File: src/rtl/mbox_pkg.sv
`timescale 1ns/1ps
package mbox_pkg;
  localparam int unsigned WORD_W = 32;
  localparam int unsigned ADDR_W = 9;
  typedef logic [WORD_W-1:0] word_t;

  // register groups decoded from address bits 8:5
  localparam logic [3:0] GRP_MSG  = 4'h2;  // 0x040
  localparam logic [3:0] GRP_FULL = 4'h4;  // 0x080
  localparam logic [3:0] GRP_CNT  = 4'h6;  // 0x0C0
  localparam logic [3:0] GRP_IRQ  = 4'h8;  // 0x100

  localparam logic [ADDR_W-1:0] OFS_REV    = 9'h000;
  localparam logic [ADDR_W-1:0] OFS_SYSCFG = 9'h010;
  localparam logic [ADDR_W-1:0] OFS_SYSSTS = 9'h014;

  // sysconfig bit positions
  localparam int unsigned CFG_AUTO_BIT = 0;
  localparam int unsigned CFG_SRST_BIT = 1;
  localparam int unsigned CFG_IDLE_LSB = 3;
endpackage

File: src/rtl/mbox_queue.sv
`timescale 1ns/1ps
module mbox_queue #(
  parameter int unsigned DEPTH = 4,
  parameter int unsigned DW    = 32,
  localparam int unsigned PW   = (DEPTH > 1) ? $clog2(DEPTH) : 1,
  localparam int unsigned CW   = $clog2(DEPTH + 1)
) (
  input  logic          clk,
  input  logic          rst_n,
  input  logic          clr,
  input  logic          push,
  input  logic [DW-1:0] push_data,
  input  logic          pop,
  output logic [DW-1:0] pop_data,
  output logic [CW-1:0] count,
  output logic          full,
  output logic          ev_new,
  output logic          ev_notfull
);
  logic [DW-1:0] mem [DEPTH];
  logic [PW-1:0] wp, rp;
  logic          empty, do_push, do_pop;

  function automatic logic [PW-1:0] nxt(input logic [PW-1:0] p);
    return (p == PW'(DEPTH - 1)) ? '0 : p + PW'(1);
  endfunction

  assign full     = (count == CW'(DEPTH));
  assign empty    = (count == '0);
  assign do_push  = push & ~full & ~clr;
  assign do_pop   = pop & ~empty & ~clr;
  assign pop_data = empty ? '0 : mem[rp];
  assign ev_new     = do_push;
  assign ev_notfull = do_pop & full;

  always_ff @(posedge clk or negedge rst_n) begin
    if (!rst_n) begin
      wp <= '0; rp <= '0; count <= '0;
    end else if (clr) begin
      wp <= '0; rp <= '0; count <= '0;
    end else begin
      if (do_push) wp <= nxt(wp);
      if (do_pop)  rp <= nxt(rp);
      count <= count + CW'(do_push) - CW'(do_pop);
    end
  end

  always_ff @(posedge clk) begin
    if (do_push) mem[wp] <= push_data;
  end

  AST_COUNT_BOUND: assert property (@(posedge clk) disable iff (!rst_n)
    count <= CW'(DEPTH));
  AST_FULL_DROP: assert property (@(posedge clk) disable iff (!rst_n)
    full && push && !pop && !clr |=> count == $past(count));
  AST_EMPTY_POP_HOLD: assert property (@(posedge clk) disable iff (!rst_n)
    empty && pop && !push |=> count == '0);
  AST_NOTFULL_LEAVES_FULL: assert property (@(posedge clk) disable iff (!rst_n)
    ev_notfull |=> !full);
endmodule

File: src/rtl/mbox_user_irq.sv
`timescale 1ns/1ps
module mbox_user_irq #(
  parameter int unsigned NEV = 12
) (
  input  logic           clk,
  input  logic           rst_n,
  input  logic           clr,
  input  logic [NEV-1:0] events,
  input  logic           ack_we,
  input  logic           en_we,
  input  logic [NEV-1:0] wdata,
  output logic [NEV-1:0] sts,
  output logic [NEV-1:0] en,
  output logic           irq
);
  logic [NEV-1:0] ack_mask;

  assign ack_mask = ack_we ? wdata : '0;
  assign irq      = |(sts & en);

  always_ff @(posedge clk or negedge rst_n) begin
    if (!rst_n) begin
      sts <= '0; en <= '0;
    end else if (clr) begin
      sts <= '0; en <= '0;
    end else begin
      sts <= (sts & ~ack_mask) | events;
      if (en_we) en <= wdata;
    end
  end

  AST_ACK_CLEARS: assert property (@(posedge clk) disable iff (!rst_n)
    ack_we |=> (sts & $past(wdata & ~events)) == '0);
  AST_EVENT_STICKS: assert property (@(posedge clk) disable iff (!rst_n)
    (events != '0) && !clr |=> (sts & $past(events)) == $past(events));
  AST_IRQ_NEEDS_EN: assert property (@(posedge clk) disable iff (!rst_n)
    irq |-> (en != '0) && (sts != '0));
endmodule

File: src/rtl/mbox_srst.sv
`timescale 1ns/1ps
module mbox_srst #(
  parameter int unsigned CYCLES = 8,
  localparam int unsigned CW = $clog2(CYCLES + 1)
) (
  input  logic clk,
  input  logic rst_n,
  input  logic start,
  output logic busy
);
  logic [CW-1:0] cnt;

  always_ff @(posedge clk or negedge rst_n) begin
    if (!rst_n) begin
      busy <= 1'b0; cnt <= '0;
    end else if (start && !busy) begin
      busy <= 1'b1; cnt <= '0;
    end else if (busy) begin
      cnt <= cnt + CW'(1);
      if (cnt == CW'(CYCLES - 1)) busy <= 1'b0;
    end
  end

  AST_SRST_START: assert property (@(posedge clk) disable iff (!rst_n)
    start |=> busy);
  AST_SRST_CNT_RANGE: assert property (@(posedge clk) disable iff (!rst_n)
    busy |-> cnt < CW'(CYCLES));
endmodule

File: src/rtl/ipc_mailbox.sv
`timescale 1ns/1ps
module ipc_mailbox
  import mbox_pkg::*;
#(
  parameter int unsigned NUM_Q       = 6,
  parameter int unsigned NUM_U       = 4,
  parameter int unsigned Q_DEPTH     = 4,
  parameter int unsigned SRST_CYCLES = 8,
  parameter logic [3:0]  REV_MAJOR   = 4'd2,
  parameter logic [3:0]  REV_MINOR   = 4'd1
) (
  input  logic              clk,
  input  logic              rst_n,
  input  logic [ADDR_W-1:0] bus_addr,
  input  logic              bus_wr,
  input  logic              bus_rd,
  input  logic [WORD_W-1:0] bus_wdata,
  output logic [WORD_W-1:0] bus_rdata,
  output logic [NUM_U-1:0]  irq_out
);
  localparam int unsigned NEV = 2 * NUM_Q;
  localparam int unsigned CW  = $clog2(Q_DEPTH + 1);

  logic [3:0] grp;
  logic [2:0] qi;
  logic [1:0] ui;
  logic       is_en, busy, srst_start;
  logic       cfg_auto;
  logic [1:0] cfg_idle;

  word_t             q_data [NUM_Q];
  logic [CW-1:0]     q_cnt  [NUM_Q];
  logic [NUM_Q-1:0]  q_full, ev_new, ev_nf;
  logic [NEV-1:0]    events;
  logic [NEV-1:0]    u_sts [NUM_U];
  logic [NEV-1:0]    u_en  [NUM_U];

  assign grp   = bus_addr[8:5];
  assign qi    = bus_addr[4:2];
  assign ui    = bus_addr[4:3];
  assign is_en = bus_addr[2];

  assign srst_start = bus_wr && (bus_addr == OFS_SYSCFG) && bus_wdata[CFG_SRST_BIT];

  mbox_srst #(.CYCLES(SRST_CYCLES)) i_srst (
    .clk(clk), .rst_n(rst_n), .start(srst_start), .busy(busy)
  );

  always_ff @(posedge clk or negedge rst_n) begin
    if (!rst_n) begin
      cfg_auto <= 1'b0; cfg_idle <= 2'b00;
    end else if (bus_wr && bus_addr == OFS_SYSCFG) begin
      cfg_auto <= bus_wdata[CFG_AUTO_BIT];
      cfg_idle <= bus_wdata[CFG_IDLE_LSB +: 2];
    end
  end

  for (genvar m = 0; m < NUM_Q; m++) begin : g_q
    logic sel;
    assign sel = (grp == GRP_MSG) && (qi == 3'(m));
    mbox_queue #(.DEPTH(Q_DEPTH), .DW(WORD_W)) i_q (
      .clk(clk), .rst_n(rst_n), .clr(busy),
      .push(bus_wr && sel), .push_data(bus_wdata),
      .pop(bus_rd && sel), .pop_data(q_data[m]),
      .count(q_cnt[m]), .full(q_full[m]),
      .ev_new(ev_new[m]), .ev_notfull(ev_nf[m])
    );
    assign events[2*m]   = ev_new[m];
    assign events[2*m+1] = ev_nf[m];
  end

  for (genvar u = 0; u < NUM_U; u++) begin : g_u
    logic sel;
    assign sel = (grp == GRP_IRQ) && (ui == 2'(u));
    mbox_user_irq #(.NEV(NEV)) i_u (
      .clk(clk), .rst_n(rst_n), .clr(busy), .events(events),
      .ack_we(bus_wr && sel && !is_en), .en_we(bus_wr && sel && is_en),
      .wdata(bus_wdata[NEV-1:0]), .sts(u_sts[u]), .en(u_en[u]),
      .irq(irq_out[u])
    );
  end

  always_comb begin
    bus_rdata = '0;
    if (bus_addr == OFS_REV) begin
      bus_rdata[7:0] = {REV_MAJOR, REV_MINOR};
    end else if (bus_addr == OFS_SYSCFG) begin
      bus_rdata[CFG_AUTO_BIT]        = cfg_auto;
      bus_rdata[CFG_SRST_BIT]        = busy;
      bus_rdata[CFG_IDLE_LSB +: 2]   = cfg_idle;
    end else if (bus_addr == OFS_SYSSTS) begin
      bus_rdata[0] = ~busy;
    end else if (32'(qi) < NUM_Q) begin
      if (grp == GRP_MSG)       bus_rdata = q_data[qi];
      else if (grp == GRP_FULL) bus_rdata[0] = q_full[qi];
      else if (grp == GRP_CNT)  bus_rdata[CW-1:0] = q_cnt[qi];
    end
    if ((grp == GRP_IRQ) && (32'(ui) < NUM_U)) begin
      bus_rdata = '0;
      bus_rdata[NEV-1:0] = is_en ? u_en[ui] : u_sts[ui];
    end
  end

  AST_ONE_STROBE: assert property (@(posedge clk) disable iff (!rst_n)
    !(bus_wr && bus_rd));
  AST_SRST_EMPTIES: assert property (@(posedge clk) disable iff (!rst_n)
    $fell(busy) |-> (irq_out == '0) && (q_full == '0));
endmodule

File: config.mk
export PLATFORM = sky130hd
export DESIGN_NAME = ipc_mailbox
export DESIGN_NICKNAME = d
export VERILOG_FILES = /design/src/rtl/mbox_pkg.sv /design/src/rtl/mbox_queue.sv /design/src/rtl/mbox_user_irq.sv /design/src/rtl/mbox_srst.sv /design/src/rtl/ipc_mailbox.sv
export SDC_FILE = /design/constraint.sdc
export NUM_CORES = 1
export LEC_CHECK = 0
export BUFFER_PORTS_ARGS = -buffer_cell sky130_fd_sc_hd__clkbuf_2
export CAP_MARGIN = 10
export CORE_MARGIN = 2
export CORE_UTILIZATION = 40
export CTS_CLUSTER_SIZE = 40
export DETAILED_ROUTE_END_ITERATION = 10
export SLEW_MARGIN = 30
export SYNTH_ARGS = -nofsm -noshare
export SYNTH_HDL_FRONTEND = slang
export SYNTH_SLANG_ARGS = --single-unit
File: constraint.sdc
create_clock -name clk -period 2.8 [get_ports clk]
set_input_delay 0.14 -clock clk [delete_from_list [all_inputs] [get_ports clk]]
set_output_delay 0.14 -clock clk [all_outputs]
set_load 0.005 [all_outputs]
# Yosys cells after proc, flatten, opt, wreduce, memory -nomap -nowiden
# Memories as Yosys holds them, arrays and structs flattened.
# Cells that the tools add are included.
[word_totals]
ramBits = 768
memories = 6
wordCells = 345
out_inout_bits = 36
regBits = 146
inputBits = 45
[mem_list]
columns = ["memory", "words", "width", "rd", "rd_ports_with_merged_regs", "write_ports", "line", "rtl"]
rows = [
  ["g_q[0].i_q.mem", 4, 32, 1, 0, 1, "mbox_queue.sv:20", "logic [DW-1:0] mem [DEPTH];"],
  ["g_q[1].i_q.mem", 4, 32, 1, 0, 1, "mbox_queue.sv:20", ""],
  ["g_q[2].i_q.mem", 4, 32, 1, 0, 1, "mbox_queue.sv:20", ""],
  ["g_q[3].i_q.mem", 4, 32, 1, 0, 1, "mbox_queue.sv:20", ""],
  ["g_q[4].i_q.mem", 4, 32, 1, 0, 1, "mbox_queue.sv:20", ""],
  ["g_q[5].i_q.mem", 4, 32, 1, 0, 1, "mbox_queue.sv:20", ""],
]
[op_classes]
order_cmp = 4
bitwise = 61
n_eq_ne = 33
addsub = 25
mux = 117
reduce_logical = 69
[ops]
columns = ["op", "count"]
rows = [
  ["32-bit 2-to-1 mux", 10],
  ["12-bit 2-to-1 mux", 21],
  ["12-bit bitwise AND", 8],
  ["32-bit binary-select mux with 3-bit select", 1],
  ["2-bit 2-to-1 mux", 39],
  ["12-bit binary-select mux with 2-bit select", 2],
  ["3-bit 2-to-1 mux", 16],
  ["12-bit inverter", 4],
  ["12-bit OR", 4],
  ["12-bit OR reduction", 4],
  ["1-bit logical AND", 37],
  ["2-bit nonzero test", 17],
  ["31-bit 2-to-1 mux", 1],
  ["1-bit bitwise AND", 30],
  ["29-bit 2-to-1 mux", 1],
  ["2-bit == test, second input constant", 14],
  ["27-bit 2-to-1 mux", 1],
  ["2-bit by 1-bit adder with 2-bit output, second input constant", 12],
  ["3-bit == test, second input constant", 8],
  ["24-bit 2-to-1 mux", 1],
  ["3-bit logical NOT", 7],
  ["1-bit 2-to-1 mux", 19],
  ["3-bit by 1-bit adder with 3-bit output", 6],
  ["9-bit by 5-bit == test with 1-bit output, second input constant", 2],
  ["other kinds (22)", 44],
]

# Logic depth before layout (Yosys ltp)
# Gate-level depths: netlist of run 1.
[depth]
ltp_word = 18
mapped_depth = 14
depth_no_buf = 12

# Hierarchy
# Synthesis of run 1 repeated with hierarchy kept, for this count alone.
[unflattened]
hier_cells = 2255
area_unflattened_um2 = 39280.2
[by_module_without_submodules]
columns = ["mod", "seq_area_each_um2", "area_each_um2", "cells_each", "instances"]
rows = [
  ["mbox_queue (g_q[1].i_q ...)", 4018.9, 5322.6, 254, 5],
  ["mbox_queue (g_q[0].i_q)", 4018.9, 5323.9, 253, 1],
  ["mbox_user_irq", 600.6, 1017.2, 95, 4],
  ["ipc_mailbox", 75.1, 3051.7, 333, 1],
  ["mbox_srst", 125.1, 222.7, 19, 1],
]

# Worst setup path after synthesis of run 1
# Ideal clock, no wire load.
[synth_timing]
path_type = "input-to-reg"
from = "input port bus_addr[8]"
to = "memory g_q[4].i_q.mem[2][0], enable pin"
setup_time_ps = 392
n_path_buf = 2
setup_slack_ps = 182
arrival_ps = 2226
t_required_ps = 2408
cell_stages = 7
cell_sequence = "buf_2 nor4b_4 and2_1 buf_2 nand2_2 nor3b_4 and2_1"
[synth_between]
elab_chain_len = 7
[synth_rtl]
columns = ["element", "line", "rtl"]
rows = [
  ["from (decl)", "ipc_mailbox.sv:14", "input logic [ADDR_W-1:0] bus_addr,"],
  ["4-bit by 2-bit == test with 1-bit output", "ipc_mailbox.sv:60", "assign sel = (grp == GRP_MSG) && (qi == 3'(m));"],
  ["1-bit logical AND", "ipc_mailbox.sv:60", ""],
  ["1-bit logical AND", "ipc_mailbox.sv:63", ".push(bus_wr && sel), .push_data(bus_wdata),"],
  ["1-bit bitwise AND (2 in a row)", "mbox_queue.sv:30", "assign do_push = push & ~full & ~clr;"],
  ["1-bit 2-to-1 mux", "mbox_queue.sv:49", "if (do_push) mem[wp] <= push_data;"],
  ["1-bit 2-to-1 mux (implied by the code)", "mbox_queue.sv:49", ""],
  ["to (decl)", "mbox_queue.sv:20", ""],
]
# Every way passes these cells.

# Worst setup path after layout of run 1
[layout_timing]
from = "register g_q[2].i_q.rp[0]"
to = "output port bus_rdata[22]"
[layout_between]
elab_chain_len = 11
[layout_rtl]
columns = ["element", "line", "rtl"]
rows = [
  ["from (decl)", "mbox_queue.sv:21", "logic [PW-1:0] wp, rp;"],
  ["from (signal assigned)", "mbox_queue.sv:43", "if (do_pop) rp <= nxt(rp);"],
  ["memory 4 x 32 bit", "-", ""],
  ["32-bit 2-to-1 mux", "mbox_queue.sv:32", "assign pop_data = empty ? '0 : mem[rp];"],
  ["32-bit binary-select mux with 3-bit select", "ipc_mailbox.sv:94", "if (grp == GRP_MSG) bus_rdata = q_data[qi];"],
  ["32-bit 2-to-1 mux (implied by the code) (2 in a row)", "ipc_mailbox.sv:94", ""],
  ["29-bit 2-to-1 mux", "ipc_mailbox.sv:94", ""],
  ["32-bit 2-to-1 mux", "ipc_mailbox.sv:93", "end else if (32'(qi) < NUM_Q) begin"],
  ["31-bit 2-to-1 mux", "ipc_mailbox.sv:91", "end else if (bus_addr == OFS_SYSSTS) begin"],
  ["27-bit 2-to-1 mux", "ipc_mailbox.sv:87", "end else if (bus_addr == OFS_SYSCFG) begin"],
  ["24-bit 2-to-1 mux", "ipc_mailbox.sv:85", "if (bus_addr == OFS_REV) begin"],
  ["32-bit 2-to-1 mux", "ipc_mailbox.sv:98", "if ((grp == GRP_IRQ) && (32'(ui) < NUM_U)) begin"],
  ["to (decl)", "ipc_mailbox.sv:18", "output logic [WORD_W-1:0] bus_rdata,"],
]
# Every way passes these cells. The select of a mux whose other input is x is not followed.

==> results of run 1 <==
-- kinds of logic after synthesis --
family                   synth area share
XOR/XNOR                          0.00627
flip-flops                          0.708
AND/OR/NAND/NOR                    0.0471
buffers and inverters              0.0226
AO/OA/AOI/OAI                      0.0597
adder cells (fa/ha/maj)            0.0161
multiplexers                        0.140
-- power by group through the flow --
stage                     clock network [uW]  logic [uW]  registers (uW)
after floorplan                            0        2310           15600
after global placement                     0        3570           15800
after detailed placement                   0        3660           15800
after CTS                              12300        4130           15500
after global routing                   12800        4600           15500
final                                  12100        4320           15500
-- cell usage after synthesis (all sizes together), types with 5 or more instances --
library cell | number | area [sq um]
nor2b | 8 | 50.1
o21ai | 10 | 50.1
or3b | 5 | 43.8
fa | 6 | 120
nand2 | 174 | 658
xnor2 | 12 | 105
edfxtp | 768 | 23100
a22oi | 7 | 52.6
buf | 68 | 404
a21oi | 93 | 465
nor3 | 12 | 60.1
inv | 33 | 124
mux4 | 220 | 4950
and2 | 31 | 194
ha | 39 | 488
dfrtp | 146 | 3650
o221ai | 6 | 52.6
nor2 | 74 | 290
a221o | 6 | 60.1
a2111oi | 8 | 70.1
o32ai | 5 | 43.8
or3 | 24 | 150
a32oi | 11 | 96.3
a31o | 49 | 429
mux2i | 29 | 290
a22o | 46 | 403
a221oi | 40 | 350
nand3 | 29 | 145
xor2 | 15 | 131
clkbuf | 85 | 319
a211oi | 6 | 45.0
-- critical path, stage by stage, from the launching register on --
cell	delay, ns
dfrtp_2	0.39
buf_6	0.11
buf_12	0.15
buf_4	0.18
clkbuf_16	0.16
mux4_2	0.50
a221oi_2	0.33
or3_1	0.16
a21oi_1	0.08
clkbuf_2	0.16
-- per-layer routing --
metal / vias up / wire [microns] / track usage
met5: - / 7 / 0
met4: 2 / 2450 / 0.0541
met3: 152 / 7860 / 0.0369
met2: 976 / 51300 / 0.354
met1: 11800 / 43900 / 0.305
li1: 8918 / - / -
-- area by class of cell --
class	count	area [sq um]
clock buffers	133	2570
flip-flops and latches	914	26800
fillers	7794	48500
well taps	1254	1570
inverters	35	131
multi-input cells	1007	10800
repair buffers	283	2760
clock inverters	36	387
-- state kept, by name, summed over array words and instances (netlist names) --
| signal | count |
|---|---|
| g_q.i_q.rp | 12 |
| i_srst.cnt | 4 |
| cfg_idle | 2 |
| cfg_auto | 1 |
| i_srst.busy | 1 |
| g_q.i_q.wp | 12 |
| g_q.i_q.mem | 768 |
| g_q.i_q.count | 18 |
| g_u.i_u.en | 48 |
| g_u.i_u.sts | 48 |
-- cell usage in the layout (no fill, tap or decap), types with 11 or more instances in the layout --
master / Yosys / layout
clkbuf_16: 0 / 96
a21oi_1: 93 / 76
mux4_2: 220 / 220
a31o_2: 49 / 49
xor2_1: 15 / 15
and2_2: 0 / 24
clkinv_2: 0 / 11
buf_12: 1 / 49
ha_1: 39 / 39
buf_4: 18 / 120
nand2_1: 172 / 172
a221oi_2: 0 / 14
buf_6: 1 / 15
dfrtp_1: 146 / 128
clkbuf_1: 85 / 33
edfxtp_1: 768 / 768
dfrtp_2: 0 / 13
xnor2_1: 12 / 12
a22o_1: 46 / 46
clkinv_1: 2 / 13
or3_1: 24 / 19
a221oi_1: 40 / 26
nor2_1: 69 / 64
dlygate4sd3_1: 0 / 11
clkbuf_2: 0 / 67
mux2i_1: 29 / 29
inv_1: 33 / 33
nand3_1: 29 / 29
-- per-stage QoR --
stage | TNS (ns) | cells | utilization | setup WS, ns | total power (uW)
after CTS | -4.76 | 3642 | 0.477 | -0.258 | 31900
after global placement | 0 | 3432 | 0.435 | 0.0647 | 19300
after floorplan | 0 | 2109 | - | 0.182 | 17900
final | -3.60 | 3662 | 0.481 | -0.244 | 31900
after detailed placement | 0 | 3432 | 0.435 | 0.0624 | 19400
after global routing | -5.94 | 3662 | 0.481 | -0.297 | 32900
-- path summary, 6_finish.rpt --
| check | from | end | slack [ns] | cells after the start |
|---|---|---|---|---|
| min in group asynchronous | rst_n | g_q[5].i_q.wp[1]$_DFFE_PN0P_ | 0.06 | 2 |
| worst max-delay path | g_q[2].i_q.rp[0]$_DFFE_PN0P_ | bus_rdata[22] | -0.24 | 9 |
| worst max register to register | g_q[4].i_q.count[0]$_DFF_PN0_ | g_q[4].i_q.count[2]$_DFF_PN0_ | 0.20 | 12 |
| worst min-delay path | bus_wdata[31] | g_q[5].i_q.mem[3][31]$_DFFE_PP_ | 0.03 | 1 |
| worst min register to register | cfg_auto$_DFFE_PN0N_ | cfg_auto$_DFFE_PN0N_ | 0.51 | 1 |
| max in group asynchronous | rst_n | g_u[0].i_u.en[1]$_DFFE_PN0P_ | 1.92 | 3 |
-- what timing repair did --
item | in CTS | in global routing
hold buffers | 11 | 0
pin swaps | 48 | 46
gates cloned | 3 | 1
hold endpoints to repair | 254 | 0
gates resized for setup | 118 | 66
setup buffers | 29 | 23
endpoints found under the setup margin | 32 | 32
==> impl_metrics.toml, run 1 <==
[clock_network]
clock_latency_ns = 0.68
cts-root-buf = "clkbuf_16"
cts_buffers = 94
htree_num_levels = 3
path_clk_slew_ns = 0.06
cts_sinks = 914
clockBufferDepth = 3
cts_tree = "yes"

[global_route]
gr-total-overflow = 0
antenna_found_initial = 2
grt_pass1_vias = 22100
grt_max_degree = 69
grt_pass1_wl_microns = 154000
grt_util_all_layers = 0.217

[critical_path]
cp-start-kind = "flop"
endpoint_kind = "primary output"
crit_type = "flop to primary output"
crit_arrival_ns = 2.90
critical_path.max_fanout = 8
critical_path_required_ns = 2.66

[yosys]
yosysUniqueCellTypes = 60
async_flop_share = 0.160
netlist_area_sq_um = 37700
synth_nets = 2199
yosysWarnings = 0
yosysSeqAreaShare = 0.708
synth-edff-count = 768
ys.flop_type = "edfxtp_1"
syn_avg_cell_area_sq_um = 17.9
ys_ff_latch = 914
synthCells = 2109

[min_path]
hp-class = "input port to flop"

[timing]
maxClockFrequency_mhz = 328
period_needed_ns = 3.04
fin_ws_ns = -0.244
tightest_slew_ns = 0.900
fin_crit_sh = 1.09
hold_violations = 0
relSlewSlack = 0.400
whs_ns = 0.0281
rsz0062_at_grt = "yes"
drv_slew = 0
setup_viol = 32
finalClockSkew_ns = 0.0261

[status]
status = "complete, but fails checks"
failed_checks = "negative setup slack"

[power]
internal_power_uw = 23800
p_switching_uw = 8020
power_frac_clock = 0.378
vdd_drop_max_mv = 0.523
powerDensity_nw_per_um2 = 708
seq_power_share = 0.486
swShare = 0.252
leakagePower_uw = 0.0153
pwr-share-comb = 0.135

[routing]
drc = 0
drt_iter0_markers = 2485
avgRoutedWirePerCell_microns = 28.8
ant_nets = 0
drt-total-wl_microns = 106000
via_per_inst = 5.97
drt_pre_antenna_iters = 5
vias = 21900

[final_layout]
final_area_sq_um = 45000
final_layout_size_suffix_gt1_frac = 0.338
insertedDiodeCount = 0
final_nets = 2425
syn_to_final_growth_pct = 19.3

[floorplan]
die_h_microns = 311
start_util = 0.404
dieWidth_microns = 311
core_sq_um = 93500
dieArea_sq_um = 96800
io_pins = 81
rows = 112

[placement]
hpwlAfterDp_microns = 64700
gp_congestion = 0.936
port_buffers = 80
placed_cell_area_sq_um = 40600

[flow_run]
cap_viol_max_count = 0
No activity file was read; power rests on OpenSTA's default activity.
==> run 2, diff against run 1 <==
ABC_AREA = 1   (was default)
==> impl_metrics.toml, run 2 <==
[status]
status = "finished clean"

[routing]
avgRoutedWirePerCell_microns = 22.6
via_per_inst = 5.49
drt_iter0_markers = 2858
drt_pre_antenna_iters = 6
ant_nets = 0
vias = 27200
drt-total-wl_microns = 112000
drc = 0

[floorplan]
start_util = 0.402
core_sq_um = 96400
dieArea_sq_um = 99500
rows = 114
die_h_microns = 315
dieWidth_microns = 315
io_pins = 81

[yosys]
async_flop_share = 0.160
yosysTopAreaCellShare = 0.594
synth-edff-count = 768
netlist_area_sq_um = 38800
synth.most_common_cell = "edfxtp_1"
synthTopCellsByCount = "edfxtp_1 (768), nand2_1 (626), o21ai_0 (395)"
yosysUniqueCellTypes = 47
yosysWarnings = 0
synth_nets = 3540
yosysTopAreaCell = "edfxtp_1"
ys.flop_type = "edfxtp_1"
yosysSeqAreaShare = 0.689
synth_area_leaders = "edfxtp_1 (59%), dfrtp_1 (9.4%), nand2_1 (6.1%)"
synthCells = 3450
ys_ff_latch = 914
syn_avg_cell_area_sq_um = 11.2

[placement]
port_buffers = 80
placed_cell_area_sq_um = 41600
pre_cts_slack_ns = 0.290
hpwlAfterDp_microns = 68900
gp_congestion = 0.942

[final_layout]
layout_common_cells = "edfxtp_1 (768), nand2_1 (618), o21ai_0 (387), nand3_1 (321), nor2_1 (247)"
reg_top3 = "g_q.i_q.mem x768, g_u.i_u.en x48, g_u.i_u.sts x48"
final_nets = 3690
largest_reg_flops = 768
syn_to_final_growth_pct = 18.1
insertedDiodeCount = 0
final_layout_size_suffix_gt1_frac = 0.156
final_core_util = 0.475
final_common_cell = "edfxtp_1"
top_register = "g_q.i_q.mem"
final_area_sq_um = 45800

[timing]
relSlewSlack = 0.401
hold_violations = 0
drv_slew = 0
tns_ns = 0
tightest_slew_ns = 0.887
fin_crit_sh = 0.997
rsz0062_at_grt = "yes"
maxClockFrequency_mhz = 358
finalClockSkew_ns = 0.0314
fin_ws_ns = 0.00846
period_needed_ns = 2.79
setup_viol = 0

[critical_path]
critical_path_required_ns = 2.66
endpoint_kind = "primary output"
crit_path_top_delay_cell = "dfrtp_4"
critical_path.max_fanout = 5
critPathMaxStageDelay_ns = 0.51
crit_arrival_ns = 2.65
rr_worst_depth = 12
crit_type = "flop to primary output"
crit_start = "g_q[3].i_q.rp[0]$_DFFE_PN0P_"
worstPathCellList = "buf_12 -> buf_12 -> buf_16 -> nor2_1 -> o22ai_1 -> nand2_1 -> nand3_1 -> a31oi_2 -> o21ai_1 -> clkbuf_2"
reg2reg_from = "g_q[3].i_q.count[1]$_DFF_PN0_"
path_common_cell = "buf_12"
cp-start-kind = "flop"

[flow_run]
cap_viol_max_count = 0

[global_route]
antenna_found_initial = 4
grt_max_degree = 89
grt_util_all_layers = 0.221
grt_pass1_wl_microns = 166000
gr-total-overflow = 0
grt_pass1_vias = 25900

[min_path]
hp-start = "bus_wdata[4]"
hp-class = "input port to flop"
hold_depth = 2

[clock_network]
htree_num_levels = 3
cts_sinks = 914
cts_tree = "yes"
clock_latency_ns = 0.68
clockBufferDepth = 3
path_clk_slew_ns = 0.06
cts_buffers = 96
cts-root-buf = "clkbuf_16"

[power]
vdd_drop_max_mv = 0.466
powerDensity_nw_per_um2 = 681
leakagePower_uw = 0.0169
==> run 2: cell count changes in the layout (fill, tap and decap cells not counted), sizes merged, moves of 45 or more <==
cell	delta
a22o	-45
a31o	-49
inv	+217
mux4	-220
nand2	+458
nand3	+319
nor2	+225
o21ai	+402
o22ai	+117
==> run 2: area by class of cell <==
class                      instances  area (sq um)
clock buffer                     124          2580
clock inverter                    56           488
fill                            8690         50600
inverter                         257          1010
multi-input combinational       2081         10900
sequential                       914         26700
tap                             1276          1600
timing repair buffer             249          2540
timing repair inverter             1          11.3
==> run 2: per-stage QoR <==
step                hold slack [ns]  std cells  total power, uW
floorplan                    -0.156       3450            17300
finish                       0.0192       4958            31200
global placement              0.219       4744            18600
detailed placement            0.226       4744            18700
global route                 0.0148       4958            32300
CTS                         0.00502       4943            31200
==> run 2: worst paths after layout <==
kind                                                        to  slack [ns]
worst max-delay path                              bus_rdata[7]       0.008
worst min-delay path            g_q[5].i_q.mem[3][4]$_DFFE_PP_        0.02
worst max register to register   g_q[3].i_q.count[2]$_DFF_PN0_        0.52
worst min register to register    g_u[2].i_u.en[6]$_DFFE_PN0P_        0.48
max in group asynchronous         g_q[5].i_q.rp[0]$_DFFE_PN0P_        1.97
min in group asynchronous         g_u[1].i_u.en[3]$_DFFE_PN0P_        0.10
==> run 2: metal layers <==
metal / global-route usage / up-vias / part of all wire
met5: 0 / - / 0.00024
met4: 0.0689 / 4 / 0.027
met3: 0.0331 / 177 / 0.065
met2: 0.356 / 1011 / 0.47
met1: 0.309 / 13500 / 0.43
li1: - / 12500 / -
==> run 2: kinds of logic (layout without fill, tap and decap cells) <==
family | Yosys count | in the layout | synth area share
flops | 914 | 914 | 0.689
fa+ha+maj | 45 | 45 | 0.0157
buf+inv | 455 | 687 | 0.0470
xor+xnor | 6 | 6 | 0.00135
compound gates | 721 | 721 | 0.102
simple gates | 1309 | 1309 | 0.145
==> run 2: timing repair <==
item,CTS,global route
gates resized for setup,75,90
pin swaps,7,27
endpoints found under the hold margin,84,0
buffers inserted,9,11
hold buffers,5,0
endpoints found under the setup margin,32,31
gates cloned,5,6
==> run 2: worst max-delay path: cells and delay by family (launching register included) <==
kind                   cells  cell delay [ns]
flip-flops                 1             0.51
AO/OA/AOI/OAI              3             0.52
buffers and inverters      4             0.62
AND/OR/NAND/NOR            3             0.34
==> run 2: report_power, final <==
part,switching (uW),internal (uW),total (uW)
Sequential,281,15100,15400
Clock,5390,7000,12400
Combinational,2370,1090,3450
